===== config.mk =====
export PLATFORM = sky130hd
export DESIGN_NAME = burst_addr_seq
export DESIGN_NICKNAME = d
export VERILOG_FILES = /design/src/rtl/burst_seq_pkg.sv /design/src/rtl/burst_seq_gate.sv /design/src/rtl/burst_seq_state.sv /design/src/rtl/burst_seq_map.sv /design/src/rtl/burst_addr_seq.sv
export SDC_FILE = /design/constraint.sdc
export NUM_CORES = 1
export LEC_CHECK = 0
export BUFFER_PORTS_ARGS = -buffer_cell sky130_fd_sc_hd__buf_4
export CORE_MARGIN = 5
export CORE_UTILIZATION = 45
export DETAILED_ROUTE_END_ITERATION = 8
export HOLD_SLACK_MARGIN = 0.08
export PLACE_DENSITY = 0.78
export SYNTH_ARGS = -nofsm -noshare
export SYNTH_HDL_FRONTEND = slang
export SYNTH_SLANG_ARGS = --single-unit

===== constraint.sdc =====
create_clock -name clk -period 1.2 [get_ports clk]
set_clock_uncertainty 0.1 [all_clocks]
set_input_delay 0.12 -clock clk [delete_from_list [all_inputs] [get_ports clk]]
set_output_delay 0.12 -clock clk [all_outputs]
set_load 0.01 [all_outputs]

===== src/rtl/burst_seq_pkg.sv =====
package burst_seq_pkg;

    typedef enum logic {
        ORDER_LINEAR      = 1'b0,
        ORDER_INTERLEAVED = 1'b1
    } beat_order_e;

    // Position within the aligned group for a given start and beat count.
    function automatic logic [1:0] beat_pos(input logic [1:0] start,
                                            input logic [1:0] count,
                                            input beat_order_e order);
        if (order == ORDER_INTERLEAVED)
            return start ^ count;
        else
            return start + count;
    endfunction

endpackage


===== src/rtl/burst_seq_gate.sv =====
module burst_seq_gate (
    input  logic cpu_strobe_n,
    input  logic ctl_strobe_n,
    input  logic ce_n,
    input  logic adv_n,
    output logic load,
    output logic advance
);
    // Controller strobe is unconditional; processor strobe needs chip enable.
    assign load    = ~ctl_strobe_n | (~cpu_strobe_n & ~ce_n);
    assign advance = ~adv_n;
endmodule


===== src/rtl/burst_seq_state.sv =====
module burst_seq_state #(
    parameter int AW = 20,
    parameter int CW = 2
) (
    input  logic          clk,
    input  logic          rst_n,
    input  logic          load,
    input  logic          advance,
    input  logic [AW-1:0] addr_in,
    output logic [AW-1:0] base,
    output logic [CW-1:0] count
);
    typedef struct packed {
        logic [AW-1:0] base;
        logic [CW-1:0] count;
    } seq_state_t;

    seq_state_t state_d, state_q;

    always_comb begin
        state_d = state_q;
        if (load) begin
            state_d.base  = addr_in;
            state_d.count = '0;
        end else if (advance) begin
            state_d.count = state_q.count + 1'b1;
        end
    end

    always_ff @(posedge clk or negedge rst_n) begin
        if (!rst_n) state_q <= '0;
        else        state_q <= state_d;
    end

    assign base  = state_q.base;
    assign count = state_q.count;
endmodule


===== src/rtl/burst_seq_map.sv =====
module burst_seq_map #(
    parameter int AW = 20,
    parameter int CW = 2
) (
    input  logic [AW-1:0] base,
    input  logic [CW-1:0] count,
    input  logic          order_sel,
    output logic [AW-1:0] addr_out
);
    import burst_seq_pkg::*;

    logic [CW-1:0] low;

    always_comb begin
        low = beat_pos(base[CW-1:0], count, beat_order_e'(order_sel));
    end

    assign addr_out = {base[AW-1:CW], low};
endmodule


===== src/rtl/burst_addr_seq.sv =====
module burst_addr_seq #(
    parameter int AW    = 20,
    parameter int BEATS = 4
) (
    input  logic          clk,
    input  logic          rst_n,
    input  logic [AW-1:0] addr_in,
    input  logic          cpu_strobe_n,
    input  logic          ctl_strobe_n,
    input  logic          ce_n,
    input  logic          adv_n,
    input  logic          order_sel,
    output logic [AW-1:0] addr_out
);
    localparam int CW = $clog2(BEATS);

    logic          load, advance;
    logic [AW-1:0] base;
    logic [CW-1:0] count;

    burst_seq_gate u_gate (
        .cpu_strobe_n (cpu_strobe_n),
        .ctl_strobe_n (ctl_strobe_n),
        .ce_n         (ce_n),
        .adv_n        (adv_n),
        .load         (load),
        .advance      (advance)
    );

    burst_seq_state #(.AW(AW), .CW(CW)) u_state (
        .clk     (clk),
        .rst_n   (rst_n),
        .load    (load),
        .advance (advance),
        .addr_in (addr_in),
        .base    (base),
        .count   (count)
    );

    burst_seq_map #(.AW(AW), .CW(CW)) u_map (
        .base      (base),
        .count     (count),
        .order_sel (order_sel),
        .addr_out  (addr_out)
    );
endmodule


==> impl_metrics.py <==
metrics = {
    "status": {
        "outcome": "finished, violations left",
        "failed_checks": "negative setup slack",
    },
    "final_layout": {
        "drive_gt1_share_pct": 58.7,
        "multi_input_area_um2": 310,
        "area.growth.synth_to_final_pct": 51.6,
        "final_common_cell": "buf_4",
        "final_cell_mix": "buf_4 (46), dlygate4sd3_1 (22), dfrtp_1 (22)",
        "nets": 155,
        "regArea_um2": 551,
        "final_core_util_pct": 70.5,
        "fill_cells": 162,
        "num_antenna_cells": 0,
        "final_cells": 154,
    },
    "global_route": {
        "antenna_found_initial": 0,
        "overflow": 0,
        "grt_pass1_vias": 754,
        "grt.total_usage_pct": 13.4,
        "grt_pass1_wl_um": 3400,
        "grt_max_degree": 23,
    },
    "route": {
        "drtIter0Drc": 3,
        "routed_wl_um": 1960,
        "avgViaCountPerCell": 4.46,
        "drc": 0,
        "first_pass_iters": 2,
        "route.vias.total": 687,
        "route.detailed.wl_per_inst_um": 12.7,
        "ant_nets": 0,
    },
    "place": {
        "numPortBuffers": 46,
        "pre_cts_slack_ns": 0.0218,
        "place_congestion": 0.642,
        "dp.cells": 127,
    },
    "critical_path": {
        "arrival_ns": 1.26,
        "reg2reg_from": "u_state.count[0]",
        "cpLargestDelayFamily": "flip-flops",
        "worstReg2RegEnd": "u_state.count[1]",
        "path_cells": "ha_2 > nor2b_4 > xnor2_1 > buf_4",
        "r2r_setup_slack_ns": 0.12,
        "crit_fanout": 2,
        "cp_slowest_stage_delay_ns": 0.40,
        "crit_type": "reg2out",
        "ff2ff_path_depth": 4,
        "path_buf_inv": 1,
        "start_kind": "flop",
        "slowest_stage": "dfrtp_1",
        "end_kind": "output port",
        "required_ns": 0.98,
    },
    "synth": {
        "synth_warnings": 0,
        "synth_mux_area_share_pct": 22.3,
        "synth_fa_ha_area_share_pct": 1.24,
        "synth_compound_area_share_pct": 0.868,
        "synth_top_family_by_area": "multiplexers",
        "synth_cell_types": 11,
        "syn-mean-instance-area_um2": 14.0,
        "synthXorXnorAreaFrac_pct": 2.61,
        "synth_fp_nets": 100,
        "synthCells": 72,
        "synth_area_um2": 1010,
        "synth_simple_gate_area_share_pct": 2.73,
        "ys_ff_latch": 22,
        "ys_seq_area_share_pct": 54.6,
    },
    "power_and_ir_drop": {
        "p_per_area_nw_per_um2": 1090,
        "finalPower_mw": 1.66,
        "leakage_nw": 0.715,
        "vdd_drop_max_uv": 683,
    },
    "cts": {
        "cts_tree": "built",
        "cts_root_buf": "clkbuf_4",
        "clock-sinks": 22,
        "clockBufferDepth": 2,
        "clkSlewWorstSetupHoldPaths_ns": 0.11,
        "h-tree-depth": 1,
        "cts_buffers": 3,
        "worstSkewPairLatency_ns": 0.28,
    },
    "die": {
        "die_w_um": 57.3,
        "die_h_um": 57.3,
        "ios": 47,
        "start_util_pct": 46.5,
        "std_cell_rows": 17,
        "core_area_um2": 2170,
        "dieArea_um2": 3290,
    },
    "timing": {
        "final_max_slew_viol_count": 0,
        "hold_viol_final": 0,
        "fin_tns_setup_ns": -0.405,
        "clock.fmax_mhz": 676,
        "period_minus_slack_ns": 1.48,
        "tightest_slew_ns": 0.272,
        "slew_headroom_pct": 81.9,
        "fin_crit_sh_pct": 123,
        "grt_setup_unrepaired": "true",
        "setup_viol": 2,
        "setup_ws_ns": -0.279,
    },
    "flow_run": {
        "maxCapViolations": 0,
    },
    "min_path": {
        "min_path_type": "in2async",
    },
}
==> sequential cells by signal, summed over array words and instances (netlist names) <==
| name | flops |
|---|---|
| u_state.count | 2 |
| u_state.base | 20 |
==> area by class of cell <==
cell class | instances | area share (%)
Sequential cell | 22 | 36.0
Tap cell | 28 | 2.29
Multi-Input combinational cell | 30 | 20.3
Timing Repair Buffer | 70 | 39.0
Clock buffer | 4 | 2.37
==> synthesized netlist by cell type <==
library cell / instances / area, um^2
buf_4: 18 / 135
buf_6: 2 / 22.5
dfrtp_1: 22 / 551
ha_1: 1 / 12.5
mux2_1: 1 / 11.3
mux2_2: 19 / 214
nor2_1: 1 / 3.75
nor2b_1: 3 / 18.8
nor3_1: 1 / 5.00
o21ai_2: 1 / 8.76
xnor2_1: 3 / 26.3
==> how the worst max path moves through the flow <==
stage,start,end,slack [ns],cells past startpoint
2_1_floorplan,u_state.base[0],addr_out[1],0.09,3
3_3_place_gp,u_state.base[0],addr_out[1],0.04,4
3_5_place_dp,ce_n,u_state.base[13],0.02,4
4_1_cts,u_state.count[0],addr_out[1],-0.31,4
5_1_grt,u_state.count[0],addr_out[1],-0.36,4
6_report,u_state.count[0],addr_out[1],-0.28,4
==> metal layers <==
| layer | vias up | share of wire, % | GRT usage [%] |
|---|---|---|---|
| met5 | - | 0 | 0 |
| met4 | 0 | 1.4 | 5.96 |
| met3 | 2 | 4.1 | 1.58 |
| met2 | 15 | 62 | 26.5 |
| met1 | 340 | 33 | 13.7 |
| li1 | 330 | - | - |
==> what timing repair did <==
| action | 4_1_cts | 5_1_grt |
|---|---|---|
| gates cloned | 0 | 0 |
| gates resized for setup | 1 | 3 |
| buffers inserted | 0 | 1 |
| endpoints found under the setup margin | 2 | 2 |
| hold endpoints to repair | 44 | 0 |
| pin swaps | 0 | 2 |
| hold buffers | 22 | 0 |
==> cell families (layout without fill, tap and decap cells) <==
logic type | Yosys count | in the layout
fa+ha+maj | 1 | 1
xor+xnor | 3 | 3
mux | 20 | 20
simple gates | 5 | 5
buf+inv | 20 | 74
flops | 22 | 22
compound gates | 1 | 1
==> per-stage QoR <==
step | hold slack, ns | instance area (um^2)
finish | 0.136 | 1530
global route | 0.162 | 1530
CTS | 0.131 | 1510
detailed placement | -0.0762 | 1250
global placement | -0.0814 | 1250
floorplan | -0.276 | 1010
==> report_power, final <==
group / internal [mW] / switching [mW] / total (mW)
Clock: 0.184 / 0.195 / 0.380
Sequential: 0.813 / 0.0402 / 0.853
Combinational: 0.280 / 0.147 / 0.427
Power figures use the tool's default switching activity.
